## src/rtl/mon_pkg.sv

```systemverilog
package mon_pkg;

    localparam int BYTE_W = 8;
    localparam int ADDR_W = 16;

    localparam logic [BYTE_W-1:0] OP_READ   = 8'h4A;
    localparam logic [BYTE_W-1:0] OP_WRITE  = 8'h49;
    localparam logic [BYTE_W-1:0] OP_IREAD  = 8'h1A;
    localparam logic [BYTE_W-1:0] OP_IWRITE = 8'h19;
    localparam logic [BYTE_W-1:0] OP_READSP = 8'h0C;
    localparam logic [BYTE_W-1:0] OP_RUN    = 8'h28;

    typedef enum logic [3:0] {
        ST_OPCODE,
        ST_ADDR_HI,
        ST_ADDR_LO,
        ST_WDATA,
        ST_LAUNCH,
        ST_XMIT,
        ST_MEM_RD,
        ST_MEM_CAP,
        ST_MEM_WR,
        ST_SP_HI,
        ST_SP_LO,
        ST_RUN
    } ctl_state_t;

    typedef enum logic [2:0] {
        RX_IDLE,
        RX_START,
        RX_DATA,
        RX_STOP,
        RX_TAIL
    } rx_state_t;

    typedef enum logic {
        TX_IDLE,
        TX_SHIFT
    } tx_state_t;

endpackage

```

## src/rtl/mon_baud.sv

```systemverilog
module mon_baud #(
    parameter int BIT_HI = 1024,
    parameter int BIT_LO = 512,
    parameter int CW     = 11
) (
    input  logic          clk,
    input  logic          rst_n,
    input  logic          strap,
    output logic [CW-1:0] bit_len,
    output logic [CW-1:0] half_len,
    output logic          sel_hi,
    output logic          ready
);

    // The strap is taken once, on the first clock after reset, and then held.
    always_ff @(posedge clk or negedge rst_n) begin
        if (!rst_n) begin
            sel_hi <= 1'b0;
            ready  <= 1'b0;
        end else if (!ready) begin
            sel_hi <= strap;
            ready  <= 1'b1;
        end
    end

    assign bit_len  = sel_hi ? CW'(BIT_HI) : CW'(BIT_LO);
    assign half_len = bit_len >> 1;

endmodule

```

## src/rtl/mon_rx.sv

```systemverilog
module mon_rx
    import mon_pkg::*;
#(
    parameter int CW = 11
) (
    input  logic              clk,
    input  logic              rst_n,
    input  logic              line_in,
    input  logic              enable,
    input  logic [CW-1:0]     bit_len,
    input  logic [CW-1:0]     half_len,
    output logic              valid,
    output logic [BYTE_W-1:0] data
);

    logic s1_q, s2_q, s3_q;
    rx_state_t st_q, st_d;
    logic [CW-1:0] cnt_q;
    logic [2:0] nbit_q;
    logic [BYTE_W-1:0] sh_q;
    logic tick_half, tick_bit, fall;

    assign fall      = s3_q & ~s2_q;
    assign tick_half = (cnt_q == half_len - CW'(1));
    assign tick_bit  = (cnt_q == bit_len - CW'(1));

    // Two-stage synchroniser, plus one more stage for falling-edge detection.
    always_ff @(posedge clk or negedge rst_n) begin
        if (!rst_n) begin
            s1_q <= 1'b1;
            s2_q <= 1'b1;
            s3_q <= 1'b1;
        end else begin
            s1_q <= line_in;
            s2_q <= s1_q;
            s3_q <= s2_q;
        end
    end

    always_comb begin
        st_d = st_q;
        unique case (st_q)
            RX_IDLE:  if (enable && fall) st_d = RX_START;
            RX_START: if (tick_half) st_d = s2_q ? RX_IDLE : RX_DATA;
            RX_DATA:  if (tick_bit && nbit_q == 3'd7) st_d = RX_STOP;
            RX_STOP:  if (tick_bit) st_d = s2_q ? RX_TAIL : RX_IDLE;
            RX_TAIL:  if (tick_half) st_d = RX_IDLE;
            default:  st_d = RX_IDLE;
        endcase
    end

    always_ff @(posedge clk or negedge rst_n) begin
        if (!rst_n) st_q <= RX_IDLE;
        else        st_q <= st_d;
    end

    always_ff @(posedge clk or negedge rst_n) begin
        if (!rst_n) begin
            cnt_q  <= '0;
            nbit_q <= '0;
            sh_q   <= '0;
            valid  <= 1'b0;
        end else begin
            if (st_q == RX_IDLE || st_q != st_d || (st_q == RX_DATA && tick_bit))
                cnt_q <= '0;
            else
                cnt_q <= cnt_q + CW'(1);
            if (st_q == RX_START)
                nbit_q <= '0;
            else if (st_q == RX_DATA && tick_bit)
                nbit_q <= nbit_q + 3'd1;
            if (st_q == RX_DATA && tick_bit)
                sh_q <= {s2_q, sh_q[BYTE_W-1:1]};
            valid <= (st_q == RX_TAIL) && tick_half;
        end
    end

    assign data = sh_q;

endmodule

```

## src/rtl/mon_tx.sv

```systemverilog
module mon_tx
    import mon_pkg::*;
#(
    parameter int CW = 11
) (
    input  logic              clk,
    input  logic              rst_n,
    input  logic              start,
    input  logic [BYTE_W-1:0] byte_in,
    input  logic [CW-1:0]     bit_len,
    output logic              drive_low,
    output logic              busy,
    output logic              done
);

    localparam int FRAME_W = BYTE_W + 2;

    tx_state_t st_q, st_d;
    logic [FRAME_W-1:0] frame_q;
    logic [CW-1:0] cnt_q;
    logic [3:0] nbit_q;
    logic tick, last;

    assign tick = (cnt_q == bit_len - CW'(1));
    assign last = tick && (nbit_q == 4'(FRAME_W - 1));

    always_comb begin
        st_d = st_q;
        unique case (st_q)
            TX_IDLE:  if (start) st_d = TX_SHIFT;
            TX_SHIFT: if (last) st_d = TX_IDLE;
            default:  st_d = TX_IDLE;
        endcase
    end

    always_ff @(posedge clk or negedge rst_n) begin
        if (!rst_n) st_q <= TX_IDLE;
        else        st_q <= st_d;
    end

    always_ff @(posedge clk or negedge rst_n) begin
        if (!rst_n) begin
            frame_q <= '1;
            cnt_q   <= '0;
            nbit_q  <= '0;
            done    <= 1'b0;
        end else begin
            done <= (st_q == TX_SHIFT) && last;
            if (st_q == TX_IDLE) begin
                cnt_q  <= '0;
                nbit_q <= '0;
                if (start) frame_q <= {1'b1, byte_in, 1'b0};
            end else if (tick) begin
                cnt_q   <= '0;
                nbit_q  <= nbit_q + 4'd1;
                frame_q <= {1'b1, frame_q[FRAME_W-1:1]};
            end else begin
                cnt_q <= cnt_q + CW'(1);
            end
        end
    end

    assign busy      = (st_q == TX_SHIFT);
    assign drive_low = busy && !frame_q[0];

endmodule

```

## src/rtl/mon_ctrl.sv

```systemverilog
module mon_ctrl
    import mon_pkg::*;
(
    input  logic              clk,
    input  logic              rst_n,
    input  logic              rx_valid,
    input  logic [BYTE_W-1:0] rx_data,
    input  logic              tx_done,
    input  logic [BYTE_W-1:0] mem_rdata,
    input  logic [ADDR_W-1:0] sp_in,
    output logic              rx_en,
    output logic              tx_start,
    output logic [BYTE_W-1:0] tx_byte,
    output logic [ADDR_W-1:0] mem_addr,
    output logic              mem_rd,
    output logic              mem_wr,
    output logic [BYTE_W-1:0] mem_wdata,
    output logic              run_req
);

    ctl_state_t st_q, st_d, after_q, after_d;
    logic [BYTE_W-1:0] cmd_q, hi_q, byte_q;
    logic [ADDR_W-1:0] ptr_q;

    function automatic ctl_state_t after_opcode(input logic [BYTE_W-1:0] op);
        ctl_state_t s;
        case (op)
            OP_READ, OP_WRITE: s = ST_ADDR_HI;
            OP_IREAD:          s = ST_MEM_RD;
            OP_IWRITE:         s = ST_WDATA;
            OP_READSP:         s = ST_SP_HI;
            OP_RUN:            s = ST_RUN;
            default:           s = ST_OPCODE;
        endcase
        return s;
    endfunction

    always_comb begin
        st_d    = st_q;
        after_d = after_q;
        unique case (st_q)
            ST_OPCODE: if (rx_valid) begin
                st_d    = ST_LAUNCH;
                after_d = after_opcode(rx_data);
            end
            ST_ADDR_HI: if (rx_valid) begin
                st_d    = ST_LAUNCH;
                after_d = ST_ADDR_LO;
            end
            ST_ADDR_LO: if (rx_valid) begin
                st_d    = ST_LAUNCH;
                after_d = (cmd_q == OP_READ) ? ST_MEM_RD : ST_WDATA;
            end
            ST_WDATA: if (rx_valid) begin
                st_d    = ST_LAUNCH;
                after_d = ST_MEM_WR;
            end
            ST_LAUNCH:  st_d = ST_XMIT;
            ST_XMIT:    if (tx_done) st_d = after_q;
            ST_MEM_RD:  st_d = ST_MEM_CAP;
            ST_MEM_CAP: begin
                st_d    = ST_LAUNCH;
                after_d = ST_OPCODE;
            end
            ST_MEM_WR:  st_d = ST_OPCODE;
            ST_SP_HI: begin
                st_d    = ST_LAUNCH;
                after_d = ST_SP_LO;
            end
            ST_SP_LO: begin
                st_d    = ST_LAUNCH;
                after_d = ST_OPCODE;
            end
            ST_RUN:     st_d = ST_OPCODE;
            default:    st_d = ST_OPCODE;
        endcase
    end

    always_ff @(posedge clk or negedge rst_n) begin
        if (!rst_n) begin
            st_q    <= ST_OPCODE;
            after_q <= ST_OPCODE;
        end else begin
            st_q    <= st_d;
            after_q <= after_d;
        end
    end

    always_ff @(posedge clk or negedge rst_n) begin
        if (!rst_n) begin
            cmd_q  <= '0;
            hi_q   <= '0;
            byte_q <= '0;
            ptr_q  <= '0;
        end else begin
            case (st_q)
                ST_OPCODE: if (rx_valid) begin
                    cmd_q  <= rx_data;
                    byte_q <= rx_data;
                    if (rx_data == OP_IREAD || rx_data == OP_IWRITE)
                        ptr_q <= ptr_q + ADDR_W'(1);
                end
                ST_ADDR_HI: if (rx_valid) begin
                    hi_q   <= rx_data;
                    byte_q <= rx_data;
                end
                ST_ADDR_LO: if (rx_valid) begin
                    ptr_q  <= {hi_q, rx_data};
                    byte_q <= rx_data;
                end
                ST_WDATA:   if (rx_valid) byte_q <= rx_data;
                ST_MEM_CAP: byte_q <= mem_rdata;
                ST_SP_HI:   byte_q <= sp_in[ADDR_W-1:BYTE_W];
                ST_SP_LO:   byte_q <= sp_in[BYTE_W-1:0];
                default: ;
            endcase
        end
    end

    always_comb begin
        rx_en     = (st_q == ST_OPCODE) || (st_q == ST_ADDR_HI) ||
                    (st_q == ST_ADDR_LO) || (st_q == ST_WDATA);
        tx_start  = (st_q == ST_LAUNCH);
        tx_byte   = byte_q;
        mem_rd    = (st_q == ST_MEM_RD);
        mem_wr    = (st_q == ST_MEM_WR);
        mem_addr  = ptr_q;
        mem_wdata = byte_q;
        run_req   = (st_q == ST_RUN);
    end

endmodule

```

## src/rtl/mon_top.sv

```systemverilog
module mon_top
    import mon_pkg::*;
#(
    parameter int BIT_HI = 1024,
    parameter int BIT_LO = 512
) (
    input  logic        clk,
    input  logic        rst_n,
    input  logic        baud_strap,
    input  logic        line_in,
    output logic        line_drive_low,
    input  logic [15:0] sp_in,
    output logic [15:0] mem_addr,
    output logic        mem_rd,
    output logic        mem_wr,
    output logic [7:0]  mem_wdata,
    input  logic [7:0]  mem_rdata,
    output logic        run_req
);

    localparam int CW = $clog2(BIT_HI + 1);

    logic [CW-1:0] bit_len, half_len;
    logic baud_hi, baud_ready;
    logic rx_en, rx_valid;
    logic [BYTE_W-1:0] rx_data, tx_byte;
    logic tx_start, tx_busy, tx_done;

    mon_baud #(.BIT_HI(BIT_HI), .BIT_LO(BIT_LO), .CW(CW)) u_baud (
        .clk      (clk),
        .rst_n    (rst_n),
        .strap    (baud_strap),
        .bit_len  (bit_len),
        .half_len (half_len),
        .sel_hi   (baud_hi),
        .ready    (baud_ready)
    );

    mon_rx #(.CW(CW)) u_rx (
        .clk      (clk),
        .rst_n    (rst_n),
        .line_in  (line_in),
        .enable   (rx_en),
        .bit_len  (bit_len),
        .half_len (half_len),
        .valid    (rx_valid),
        .data     (rx_data)
    );

    mon_tx #(.CW(CW)) u_tx (
        .clk       (clk),
        .rst_n     (rst_n),
        .start     (tx_start),
        .byte_in   (tx_byte),
        .bit_len   (bit_len),
        .drive_low (line_drive_low),
        .busy      (tx_busy),
        .done      (tx_done)
    );

    mon_ctrl u_ctrl (
        .clk       (clk),
        .rst_n     (rst_n),
        .rx_valid  (rx_valid),
        .rx_data   (rx_data),
        .tx_done   (tx_done),
        .mem_rdata (mem_rdata),
        .sp_in     (sp_in),
        .rx_en     (rx_en),
        .tx_start  (tx_start),
        .tx_byte   (tx_byte),
        .mem_addr  (mem_addr),
        .mem_rd    (mem_rd),
        .mem_wr    (mem_wr),
        .mem_wdata (mem_wdata),
        .run_req   (run_req)
    );

endmodule

```

## config.mk

```make
export PLATFORM = sky130hd
export DESIGN_NAME = mon_top
export DESIGN_NICKNAME = d
export VERILOG_FILES = /design/src/rtl/mon_pkg.sv /design/src/rtl/mon_baud.sv /design/src/rtl/mon_rx.sv /design/src/rtl/mon_tx.sv /design/src/rtl/mon_ctrl.sv /design/src/rtl/mon_top.sv
export SDC_FILE = /design/constraint.sdc
export NUM_CORES = 1
export LEC_CHECK = 0
export BUFFER_PORTS_ARGS = -buffer_cell sky130_fd_sc_hd__clkbuf_2
export CAP_MARGIN = 20
export CORE_ASPECT_RATIO = 0.7
export CORE_UTILIZATION = 35
export DETAILED_ROUTE_END_ITERATION = 10
export SLEW_MARGIN = 20
export SYNTH_ARGS = -nofsm -noshare
export SYNTH_HDL_FRONTEND = slang
export SYNTH_SLANG_ARGS = --single-unit
```

## constraint.sdc

```tcl
create_clock -name clk -period 2.2 [get_ports clk]
set_clock_uncertainty 0.05 [all_clocks]
set_input_delay 0.33 -clock clk [delete_from_list [all_inputs] [get_ports clk]]
set_output_delay 0.33 -clock clk [all_outputs]
set_load 0.05 [all_outputs]
```

==> impl_table.tex <==
\begin{tabular}{lr}
\hline
Metric & Value \\
\hline
\multicolumn{2}{l}{\textbf{STA}} \\
Final setup viols & 0 \\
Slew @ Worst Pin & 0.588 ns \\
Final min period & approximately 2.1 ns \\
Final period utilization & 93.2\% \\
Final hold vios & 0 \\
Upper clock frequency limit & 0.488 GHz \\
RSZ-0062 raised after global routing & no \\
Max-slew headroom & 60.7\% \\
Max-slew violations & 0 \\
Final worst setup slack & 0.150 ns \\
Final total negative setup slack & 0 ns \\
\multicolumn{2}{l}{\textbf{Layout}} \\
Combined area of the multi-input logic cells & 0.00274 mm2 \\
Number of inserted filler cells in the final layout & $\sim$1500 \\
Sequential standard cell area & 0.00264 mm2 \\
Synth-to-Final Area Change & 16.3\% \\
Antenna fix cells & 0 \\
Final-stage net count & 630 \\
Fraction of layout cells with a size suffix above 1 & 27.3\% \\
\multicolumn{2}{l}{\textbf{Logic synthesis}} \\
Synth Warn \# & 0 \\
Count of state elements after synthesis & roughly 110 \\
Post-synthesis instance area & 0.00558 mm2 \\
Post-Synthesis Mean Instance Area & about 10 um2 \\
Async set-reset flop share out of synthesis & 100\% \\
Share of synthesized area occupied by flip-flops and latches & 47.4\% \\
Cell type with the largest total area after synthesis & sky130\_fd\_sc\_hd\_\_dfrtp\_1 \\
Most common cell in the netlist & sky130\_fd\_sc\_hd\_\_dfrtp\_1 \\
EDFF count, synth & 0 \\
Number of library cell types mapped by synthesis & 65 \\
Most used DFF post-synth & sky130\_fd\_sc\_hd\_\_dfrtp\_1 \\
Ranking of synthesized cells by area & sky130\_fd\_sc\_hd\_\_dfrtp\_1, sky130\_fd\_sc\_hd\_\_mux2\_2, sky130\_fd\_sc\_hd\_\_dfstp\_2 \\
Most frequent cells after synthesis & sky130\_fd\_sc\_hd\_\_dfrtp\_1, sky130\_fd\_sc\_hd\_\_mux2\_2, sky130\_fd\_sc\_hd\_\_nor2\_1 \\
Share of the synthesized area in the top cell type & about two fifths \\
Number of instances in the synthesized netlist & between 500 and 600 \\
Post-Syn Nets & 571 \\
\multicolumn{2}{l}{\textbf{Clocking}} \\
Post-CTS resize count & 0 \\
H-tree levels & 3 \\
Buffer depth of the longest clock path & 2 \\
CTS tree & done \\
Reg clk slew, reported paths & 0.07 ns \\
Number of buffers inserted during clock tree synthesis & 9 \\
Clock Latency Late Sink & between 0.3 and 0.4 ns \\
Root cell of the clock tree & sky130\_fd\_sc\_hd\_\_clkbuf\_16 \\
Total number of clock tree sinks & between 100 and 150 \\
Setup fix buffers added after clock tree synthesis & 0 \\
Hold buffer count at cts & 1 \\
\multicolumn{2}{l}{\textbf{Worst hold path}} \\
Endpoint of the worst hold-timing path & u\_baud.sel\_hi\$\_DFFE\_PN0N\_ \\
Tightest Hold Check Type & input port to flop \\
Worst hold path stage count & 2 \\
Beginning of the worst hold path & baud\_strap \\
\multicolumn{2}{l}{\textbf{Power}} \\
Pleak & 2.88 nW \\
Power per cell area & 585 mW/mm2 \\
VDD IR-drop max & 0.000385 V \\
\multicolumn{2}{l}{\textbf{GRT}} \\
Antenna violations before repair & 0 \\
Gr ovfl total & 0 \\
First-pass GRT wire length & 22.3 mm \\
GRT Total Usage & 17.2\% \\
Via count of the first global-routing pass & $\sim$4300 \\
Largest net degree at the start of global routing & 50 \\
\multicolumn{2}{l}{\textbf{Detailed routing}} \\
DRT Pass-1 Iters & 7 \\
Number of antenna-violating nets in the routed design & 0 \\
Detailed-route wire length per cell & 16.9 um \\
Iter 0 DRT Violations & 302 \\
Final routed DRC violation total & 0 \\
Total Wirelength & between 10 and 15 mm \\
Total vias in the final route & 4401 \\
Vias per std cell & 5.50 \\
\multicolumn{2}{l}{\textbf{Placed design}} \\
Final HPWL DP & 9.74 mm \\
I/O Buffers & 55 \\
Place WS & 0.191 ns \\
Gpl congestion & 0.827 \\
\multicolumn{2}{l}{\textbf{Worst setup path}} \\
RR Endpoint & u\_ctrl.mem\_addr[9]\$\_DFFE\_PN0P\_ \\
Endpoint kind of the worst setup timing path & primary output \\
Worst-case reg-to-reg path depth & 5 \\
CP Data Arrival Time & roughly 1.7 ns \\
Reg2reg setup slack & 0.17 ns \\
Required time of the critical path & approximately 1.8 ns \\
Crit path kind & flop to primary output \\
Worst reg2reg path startpoint & u\_rx.data[0]\$\_DFFE\_PN0P\_ \\
Worst-path fanout max & 17 \\
Kind of start point of the critical path & flop \\
\multicolumn{2}{l}{\textbf{Die}} \\
Number of top-level pins & 56 \\
Die height & 108 um \\
Core box area & 0.0155 mm2 \\
Starting Density & a little over a third \\
Die span in x & 153 um \\
Die area & 0.0165 mm2 \\
FP Rows & 38 \\
\multicolumn{2}{l}{\textbf{Flow run}} \\
Max-cap violation count & 0 \\
\multicolumn{2}{l}{\textbf{Run status}} \\
Result of the run & complete, no violations \\
\hline
\end{tabular}
-- power breakdown --
group          switching, W  internal (W)
clock network      0.000701      0.000831
logic              0.000120     0.0000993
registers         0.0000583       0.00199
-- sequential cells by signal (all words and copies together), names as in the netlist --
name,cells
u_ctrl.hi_q,8
u_rx.s3_q,1
u_rx.s2_q,1
u_rx.data,8
u_baud.ready,1
u_ctrl.st_q,4
u_rx.nbit_q,3
u_tx.frame_q,9
u_rx.st_q,3
u_rx.valid,1
u_rx.cnt_q,11
u_ctrl.cmd_q,8
u_ctrl.mem_wdata,8
u_baud.sel_hi,1
u_rx.s1_q,1
u_tx.done,1
u_tx.cnt_q,11
u_ctrl.after_q,4
u_ctrl.mem_addr,16
u_tx.nbit_q,4
u_tx.busy,1
-- worst max-delay path: stages, from the launching register on --
cell and delay, ns:
sky130_fd_sc_hd__dfrtp_1 0.38, sky130_fd_sc_hd__buf_4 0.19, sky130_fd_sc_hd__nand2b_1 0.24, sky130_fd_sc_hd__nor3_1 0.20
sky130_fd_sc_hd__clkbuf_2 0.31
-- stage by stage --
step | hold slack (ns) | total power (W) | util [%] | instances | area (um2)
6_report | 0.208 | 0.00379 | 41.7 | 800 | 6480
5_1_grt | 0.205 | 0.00397 | 41.7 | 800 | 6480
4_1_cts | 0.00112 | 0.00386 | 41.6 | 799 | 6470
3_5_place_dp | 0.234 | 0.00230 | 39.8 | 782 | 6180
3_3_place_gp | 0.232 | 0.00229 | 39.8 | 782 | 6180
2_1_floorplan | -0.0156 | 0.00219 | - | 536 | 5580
-- routing by layer --
layer | share of wire, % | up-vias | track usage (%) | wire length, um
met4 | 1.0 | 0 | 4.62 | 138
met2 | 45 | 127 | 26.6 | 6130
met3 | 4.9 | 12 | 3.62 | 661
met5 | 0 | - | 0 | 0
li1 | - | 2092 | - | -
met1 | 49 | 2170 | 24.2 | 6570
-- cell type report --
| class | instances | area share [%] |
|---|---|---|
| sequential | 105 | 40.8 |
| timing repair buffer | 88 | 8.38 |
| multi-input combinational | 384 | 42.2 |
| clock buffer | 12 | 3.96 |
| inverter | 7 | 0.405 |
| clock inverter | 4 | 0.405 |
| tap | 200 | 3.86 |
-- worst max path at each step --
stage,from,to,slack [ns],cells past startpoint
final,u_ctrl.st_q[2]$_DFFE_PN0P_,mem_wr,0.15,4
after global placement,u_rx.data[0]$_DFFE_PN0P_,u_ctrl.mem_addr[2]$_DFFE_PN0P_,0.27,5
after detailed placement,u_rx.valid$_DFF_PN0_,u_ctrl.mem_addr[9]$_DFFE_PN0P_,0.19,5
after global routing,u_ctrl.st_q[0]$_DFFE_PN0P_,u_ctrl.mem_wdata[5]$_DFFE_PN0P_,0.002,6
after floorplan,u_ctrl.st_q[1]$_DFFE_PN0P_,mem_wr,0.006,3
after CTS,u_ctrl.st_q[2]$_DFFE_PN0P_,mem_wr,0.13,4
-- layout by cell type, fill, tap and decap left out, types with 5 or more instances in the layout --
cell | synthesis | routed
sky130_fd_sc_hd__buf_4 | 0 | 31
sky130_fd_sc_hd__dfrtp_1 | 93 | 93
sky130_fd_sc_hd__nand2b_1 | 14 | 14
sky130_fd_sc_hd__mux2i_1 | 14 | 14
sky130_fd_sc_hd__nor2_1 | 38 | 38
sky130_fd_sc_hd__a2bb2oi_1 | 17 | 17
sky130_fd_sc_hd__o211ai_1 | 11 | 11
sky130_fd_sc_hd__nand2_1 | 37 | 37
sky130_fd_sc_hd__ha_1 | 7 | 7
sky130_fd_sc_hd__inv_1 | 7 | 7
sky130_fd_sc_hd__nand4_1 | 11 | 11
sky130_fd_sc_hd__and4_1 | 8 | 8
sky130_fd_sc_hd__o21ai_0 | 17 | 17
sky130_fd_sc_hd__a211oi_1 | 9 | 9
sky130_fd_sc_hd__and3_1 | 5 | 5
sky130_fd_sc_hd__and2_1 | 8 | 8
sky130_fd_sc_hd__nor4_1 | 5 | 5
sky130_fd_sc_hd__nor3_1 | 15 | 15
sky130_fd_sc_hd__xnor2_1 | 18 | 18
sky130_fd_sc_hd__clkbuf_2 | 0 | 54
sky130_fd_sc_hd__dfstp_2 | 12 | 12
sky130_fd_sc_hd__nand3_1 | 16 | 16
sky130_fd_sc_hd__a31oi_1 | 8 | 8
sky130_fd_sc_hd__a222oi_1 | 8 | 8
sky130_fd_sc_hd__nor2b_1 | 6 | 6
sky130_fd_sc_hd__o22ai_1 | 6 | 6
sky130_fd_sc_hd__a21oi_1 | 6 | 6
sky130_fd_sc_hd__mux2_2 | 40 | 40
sky130_fd_sc_hd__clkbuf_16 | 0 | 9
sky130_fd_sc_hd__xor2_1 | 7 | 7
-- logic make-up after synthesis --
logic type	synth area share [%]
XOR/XNOR	3.93
flip-flops	47.4
multiplexers	10.6
buffers and inverters	3.61
other	0.0672
AO/OA/AOI/OAI	14.2
adder cells (fa/ha/maj)	1.57
AND/OR/NAND/NOR	18.6
Power figures use the tool's default switching activity.
